$ cat src/rtl/alarm_bank_pkg.sv
package alarm_bank_pkg;

    typedef enum logic [1:0] {
        VIEW_LIVE = 2'd0,
        VIEW_LAT  = 2'd1,
        VIEW_INT  = 2'd2,
        VIEW_PERS = 2'd3
    } view_e;

    typedef struct packed {
        logic prev;
        logic lat;
        logic intr;
        logic pers;
    } cell_t;

endpackage

$ cat src/rtl/alarm_bit_cell.sv
module alarm_bit_cell
    import alarm_bank_pkg::*;
(
    input  logic clk_i,
    input  logic rst_ni,
    input  logic alarm_i,
    input  logic mask_i,
    input  logic clr_lat_i,
    input  logic clr_int_i,
    input  logic clr_pers_i,
    output logic lat_o,
    output logic int_o,
    output logic pers_o
);

    cell_t cell_d, cell_q;
    logic  rise;

    always_comb begin
        rise         = alarm_i & ~cell_q.prev;
        cell_d.prev  = alarm_i;
        // edge-set, clear on read, set wins
        cell_d.lat   = (cell_q.lat & ~clr_lat_i) | rise;
        // edge-set when unmasked, clear on read, set wins
        cell_d.intr  = (cell_q.intr & ~clr_int_i) | (rise & ~mask_i);
        // level-set; read clears only while the condition is absent
        cell_d.pers  = alarm_i | (cell_q.pers & ~(clr_pers_i & ~alarm_i));
    end

    always_ff @(posedge clk_i) begin
        if (!rst_ni) cell_q <= '0;
        else         cell_q <= cell_d;
    end

    assign lat_o  = cell_q.lat;
    assign int_o  = cell_q.intr;
    assign pers_o = cell_q.pers;

endmodule

$ cat src/rtl/alarm_view_mux.sv
module alarm_view_mux
    import alarm_bank_pkg::*;
#(
    parameter int N_ALARM = 8
) (
    input  view_e              sel_i,
    input  logic [N_ALARM-1:0] live_i,
    input  logic [N_ALARM-1:0] lat_i,
    input  logic [N_ALARM-1:0] int_i,
    input  logic [N_ALARM-1:0] pers_i,
    output logic [N_ALARM-1:0] data_o
);

    always_comb begin
        unique case (sel_i)
            VIEW_LIVE: data_o = live_i;
            VIEW_LAT:  data_o = lat_i;
            VIEW_INT:  data_o = int_i;
            default:   data_o = pers_i;
        endcase
    end

endmodule

$ cat src/rtl/alarm_view_bank.sv
module alarm_view_bank
    import alarm_bank_pkg::*;
#(
    parameter int N_ALARM = 8
) (
    input  logic               clk_i,
    input  logic               rst_ni,
    input  logic [N_ALARM-1:0] alarm_i,
    input  logic               mask_we_i,
    input  logic [N_ALARM-1:0] mask_wdata_i,
    input  logic               rd_stb_i,
    input  logic [1:0]         rd_addr_i,
    output logic [N_ALARM-1:0] rd_data_o,
    output logic               irq_o
);

    localparam logic [N_ALARM-1:0] MASK_ALL = {N_ALARM{1'b1}};

    typedef struct packed {
        logic [N_ALARM-1:0] mask;
        logic [N_ALARM-1:0] rd;
    } top_t;

    top_t st_d, st_q;

    view_e              sel;
    logic               clr_lat, clr_int, clr_pers;
    logic [N_ALARM-1:0] lat_vec, int_vec, pers_vec, mask_cur, mux_data;

    assign sel      = view_e'(rd_addr_i);
    assign clr_lat  = rd_stb_i && (sel == VIEW_LAT);
    assign clr_int  = rd_stb_i && (sel == VIEW_INT);
    assign clr_pers = rd_stb_i && (sel == VIEW_PERS);
    assign mask_cur = st_q.mask;

    for (genvar i = 0; i < N_ALARM; i++) begin : g_cell
        alarm_bit_cell u_cell (
            .clk_i      (clk_i),
            .rst_ni     (rst_ni),
            .alarm_i    (alarm_i[i]),
            .mask_i     (st_q.mask[i]),
            .clr_lat_i  (clr_lat),
            .clr_int_i  (clr_int),
            .clr_pers_i (clr_pers),
            .lat_o      (lat_vec[i]),
            .int_o      (int_vec[i]),
            .pers_o     (pers_vec[i])
        );
    end

    alarm_view_mux #(.N_ALARM(N_ALARM)) u_mux (
        .sel_i  (sel),
        .live_i (alarm_i),
        .lat_i  (lat_vec),
        .int_i  (int_vec),
        .pers_i (pers_vec),
        .data_o (mux_data)
    );

    always_comb begin
        st_d      = st_q;
        if (mask_we_i) st_d.mask = mask_wdata_i;
        if (rd_stb_i)  st_d.rd   = mux_data;
    end

    always_ff @(posedge clk_i) begin
        if (!rst_ni) begin
            st_q.mask <= MASK_ALL;
            st_q.rd   <= '0;
        end else begin
            st_q <= st_d;
        end
    end

    assign rd_data_o = st_q.rd;
    assign irq_o     = |(int_vec & ~st_q.mask);

endmodule

$ cat config.mk
export PLATFORM = sky130hd
export DESIGN_NAME = alarm_view_bank
export DESIGN_NICKNAME = d
export VERILOG_FILES = /design/src/rtl/alarm_bank_pkg.sv /design/src/rtl/alarm_bit_cell.sv /design/src/rtl/alarm_view_mux.sv /design/src/rtl/alarm_view_bank.sv
export SDC_FILE = /design/constraint.sdc
export NUM_CORES = 1
export LEC_CHECK = 0
export BUFFER_PORTS_ARGS = -buffer_cell sky130_fd_sc_hd__buf_2
export CAP_MARGIN = 10
export CELL_PAD_IN_SITES_DETAIL_PLACEMENT = 0
export CELL_PAD_IN_SITES_GLOBAL_PLACEMENT = 1
export CORE_MARGIN = 2
export CORE_UTILIZATION = 39
export CTS_CLUSTER_DIAMETER = 60
export DETAILED_ROUTE_END_ITERATION = 8
export PLACE_DENSITY_LB_ADDON = 0.1
export SYNTH_ARGS = -nofsm -noshare
export SYNTH_HDL_FRONTEND = slang
export SYNTH_HIERARCHICAL = 1
export SYNTH_SLANG_ARGS = --single-unit
$ cat constraint.sdc
create_clock -name clk_i -period 1 [get_ports clk_i]
set_input_delay 0.1 -clock clk_i [delete_from_list [all_inputs] [get_ports clk_i]]
set_output_delay 0.1 -clock clk_i [all_outputs]
set_load 0.05 [all_outputs]
==> After elaboration in Yosys (flattened, before gate mapping) <==
Cells that the tools add are included.
{ "word_totals": {"input_bits": 22, "ff_bits": 48} }
{ "op_classes": {"mux": 1, "n_reduce_logical": 5, "bitwise": 108, "eq_ne": 3} }
{ "op_table": {"columns": ["cell", "count"], "rows": [
  ["$and 1x1->1", 48],
  ["$not 1->1", 34],
  ["$or 1x1->1", 24],
  ["$pmux 8 s3", 1],
  ["$and 8x8->8", 1],
  ["$not 8->8", 1],
  ["$reduce_or 8->1", 1],
  ["$eq 2x2->1 const B", 2],
  ["$logic_and 1x1->1", 3],
  ["$eq 2x1->1 const B", 1],
  ["$logic_not 2->1", 1]
]} }

==> Logic depth before layout (Yosys ltp) <==
{ "logic_depth": {"word_depth": 6, "depth_mapped": 5, "mapped_depth_nobuf": 4} }

==> Modules after synthesis <==
Netlist, hierarchy kept.
{ "modules_own_cells": {"columns": ["mod", "instances", "area_each_um2", "cells_each", "seq_area_each_um2"], "rows": [
  ["alarm_bit_cell", 8, 138.9, 13, 80.1],
  ["alarm_view_bank", 1, 661.9, 68, 320.3],
  ["alarm_view_mux", 1, 196.4, 10, 0.0]
]} }

==> Worst setup path before layout <==
OpenSTA, ideal clock, no wires.
{ "synth_path": {"path_type": "register to output", "from": "reg g_cell[6].u_cell.cell_q (netlist bit g_cell[6].u_cell/int_o)", "to": "out irq_o", "stages_incl_launch_ff": 4, "path_buffers": 0, "t_arrival_ps": 1168, "path_slack_ps": -268, "path_cell_list": "dfxtp_1 > inv_1 > o22ai_1 > or4_1"} }
{ "synth_via": {"elab_chain_cells": 2} }
{ "synth_rtl": {"columns": ["element", "line", "source"], "rows": [
  ["start: declaration", "alarm_bit_cell.sv:16", "cell_t cell_d, cell_q;"],
  ["start signal: assignment", "alarm_bit_cell.sv:32", "else cell_q <= cell_d;"],
  ["$and 8x8->8", "alarm_view_bank.sv:76", "assign irq_o = |(int_vec & ~st_q.mask);"],
  ["$reduce_or 8->1", "alarm_view_bank.sv:76", null],
  ["end: declaration", "alarm_view_bank.sv:14", "output logic irq_o"]
]} }
Every way passes these cells.

==> Final worst setup path <==
Ends and elaborated chain as after synthesis.

==> impl_metrics.env <==
export IMPL_tns_ns=-1.74
export IMPL_regToRegSetupSlack_ns=-0.22
export IMPL_switching_power_uw=943
export IMPL_power_density_nw_per_um2=1470
export IMPL_power_frac_seq=0.553
export IMPL_holdPathEnd="mask_cur[5]$_SDFFE_PN1P_"
export IMPL_critPathArrivalTime_ns=1.44
export IMPL_finalCritPeriodShare=1.54
export IMPL_hold_class="in2reg"
export IMPL_dp_cells=302
export IMPL_layout_drive_gt1_share=0.370
export IMPL_grt_pass1_wl_um=7260
export IMPL_crit_path_max_fanout=2
export IMPL_post_dp_hpwl_um=3110
export IMPL_rsz0062_at_grt="yes"
export IMPL_layout_cells_non_filler=310
export IMPL_fin_ws_ns=-0.542
export IMPL_ios=31
export IMPL_cts_max_path_buffers=2
export IMPL_synthDistinctLibCells=22
export IMPL_wl_per_cell_um=14.0
export IMPL_setup_viol=9
export IMPL_swShare=0.250
export IMPL_worstHoldStart="mask_wdata_i[5]"
export IMPL_drtIter0Drc=39
export IMPL_grt_max_degree=57
export IMPL_drt_wl_total_um=4330
export IMPL_grt_overflow=0
export IMPL_failed_checks="negative setup slack"
export IMPL_maxCapViolCount=0
export IMPL_synth_avg_cell_area_um2=10.8
export IMPL_ir_worst_vdd_v=0.00100
export IMPL_die_area_um2=5630
export IMPL_dp_slack_ns=-0.293
export IMPL_start_kind="flip-flop"
export IMPL_routabilityCongestion=0.764
export IMPL_p_comb_frac=0.167
export IMPL_hold_violations=0
export IMPL_layout_nets=265
export IMPL_initial_core_util=0.412
export IMPL_synth_nets=204
export IMPL_clock_sinks=48
export IMPL_diodes=0
export IMPL_rows=25
export IMPL_h_tree_depth=2
export IMPL_p_leak_uw=0.00109
export IMPL_ys_warnings_count=6
export IMPL_regArea_um2=975
export IMPL_port_buffers=30
export IMPL_antenna_found_initial=0
export IMPL_ys_ff_latch=48
export IMPL_hold_buffers=0
export IMPL_final_cell_mix="dfxtp_1 (37), buf_4 (28), nand2b_1 (24)"
export IMPL_clkLatencyLatePin_ns=0.29
export IMPL_r2r_cells=4
export IMPL_vias=1486
export IMPL_drc=0
export IMPL_syn_area_um2=1970
export IMPL_via_per_inst=4.79
export IMPL_synth_seq_area_share=0.488
export IMPL_internal_power_uw=2840
export IMPL_crit_path_end_kind="output pin"
export IMPL_grt_pass1_vias=1485
export IMPL_syn_inst=182
export IMPL_worstMarginPinSlew_ns=0.275
export IMPL_nFillCells=467
export IMPL_fin_skew_ns=0.00167
export IMPL_path_class="reg2out"
export IMPL_multi_input_area_um2=962
export IMPL_clkPwrFrac=0.280
export IMPL_syn2layout_area_growth_pct=30.5
export IMPL_hold_depth=3
export IMPL_achievable_frequency_mhz=648
export IMPL_required_ns=0.90
export IMPL_numCtsBuffers=5
export IMPL_relSlewSlack=0.816
export IMPL_core_area_um2=4790
export IMPL_maxSlewViolCount=0
export IMPL_r2r_end="rd_data_o[4]$_SDFFE_PN0P_"
export IMPL_cts_tree="done"
export IMPL_die_w_um=75.1
export IMPL_final_common_cell="dfxtp_1"
export IMPL_finalPower_uw=3780
export IMPL_path_clk_slew_ns=0.08
export IMPL_ant_nets=0
export IMPL_root_buffer="clkbuf_8"
export IMPL_rr_startpoint="g_cell[4].u_cell/int_o$_SDFF_PN0_"
export IMPL_min_period_ns=1.54
export IMPL_status="finished, violations left"
export IMPL_first_pass_iters=5
export IMPL_hold_ws_ns=0.0197
export IMPL_dieHeight_um=75.1
export IMPL_grtUsageTotal=0.178
[power by group through the flow]
| stage | sequential (uW) | clock (uW) | combinational (uW) |
|---|---|---|---|
| 2_1_floorplan | 2180 | 0 | 296 |
| 3_3_place_gp | 2120 | 0 | 596 |
| 3_5_place_dp | 2130 | 0 | 608 |
| 4_1_cts | 2090 | 1110 | 633 |
| 5_1_grt | 2110 | 1200 | 689 |
| 6_report | 2090 | 1060 | 632 |
[worst max-delay path by stage]
stage                                            startpoint     to  slack, ns
final                     g_cell[6].u_cell/int_o$_SDFF_PN0_  irq_o      -0.54
after global routing      g_cell[7].u_cell/int_o$_SDFF_PN0_  irq_o      -0.59
after CTS                 g_cell[0].u_cell/int_o$_SDFF_PN0_  irq_o      -0.57
after detailed placement  g_cell[7].u_cell/int_o$_SDFF_PN0_  irq_o      -0.29
after global placement    g_cell[7].u_cell/int_o$_SDFF_PN0_  irq_o      -0.28
after floorplan           g_cell[7].u_cell/int_o$_SDFF_PN0_  irq_o      -0.14
[cell families (layout without fill, tap and decap cells)]
logic type,Yosys count,count (layout),synth area share
flip-flops,48,48,0.488
AO/OA/AOI/OAI,28,28,0.0940
multiplexers,24,24,0.173
buffers and inverters,13,74,0.0318
AND/OR/NAND/NOR,69,69,0.213
[synth_stat cells]
cell / count / area, um^2
and3_1: 1 / 6.26
nand2_1: 9 / 33.8
nand3b_1: 8 / 60.1
clkbuf_1: 1 / 3.75
and3b_1: 1 / 8.76
mux2i_1: 16 / 160
inv_1: 8 / 30.0
o22ai_1: 4 / 25.0
dfxtp_1: 48 / 961
nand2b_1: 24 / 150
nor2b_1: 16 / 100
o21a_1: 8 / 60.1
nor2_1: 1 / 3.75
and2_1: 8 / 50.1
or4_1: 1 / 7.51
buf_6: 1 / 11.3
o21ai_1: 8 / 40.0
mux4_2: 8 / 180
clkbuf_2: 1 / 5.00
buf_4: 1 / 7.51
a21boi_1: 8 / 60.1
buf_2: 1 / 5.00
[flip-flops by register name (all words and copies together), names as in the netlist]
register and count:
g_cell.u_cell/cell_q 8, mask_cur 8, g_cell.u_cell/int_o 8, g_cell.u_cell/lat_o 8, g_cell.u_cell/pers_o 8, rd_data_o 8
[what timing repair did]
item                                    in CTS  in global routing
setup buffers                                1                  1
cloned                                       0                  0
endpoints found under the setup margin      14                 12
gates resized for setup                     22                 12
pin swaps                                    2                  2
[per-layer routing]
layer  wire length [um]  vias up  global-route usage
met5                  0        -                   0
met4                 63        0              0.0655
met3                190        4              0.0415
met2               2050       33               0.278
met1               2020      703               0.241
li1                   -      746                   -
[per-stage QoR]
step | util | instance area (um^2)
after floorplan | - | 1970
after global placement | 0.504 | 2410
after detailed placement | 0.504 | 2410
after CTS | 0.532 | 2550
after global routing | 0.537 | 2570
final | 0.537 | 2570
[layout make-up]
cell class / instances / area share
clock buffer: 6 / 0.0282
timing repair buffer: 59 / 0.172
multi-input combinational: 121 / 0.374
sequential: 48 / 0.379
inverter: 8 / 0.0117
clock inverter: 1 / 0.00195
tap: 67 / 0.0326
[worst max-delay path: stages (launching register included)]
cell and delay (ns):
dfxtp_2 0.33, inv_2 0.04, o22ai_2 0.06, or4_4 0.55
buf_8 0.17
No activity file was read; power rests on OpenSTA's default activity.
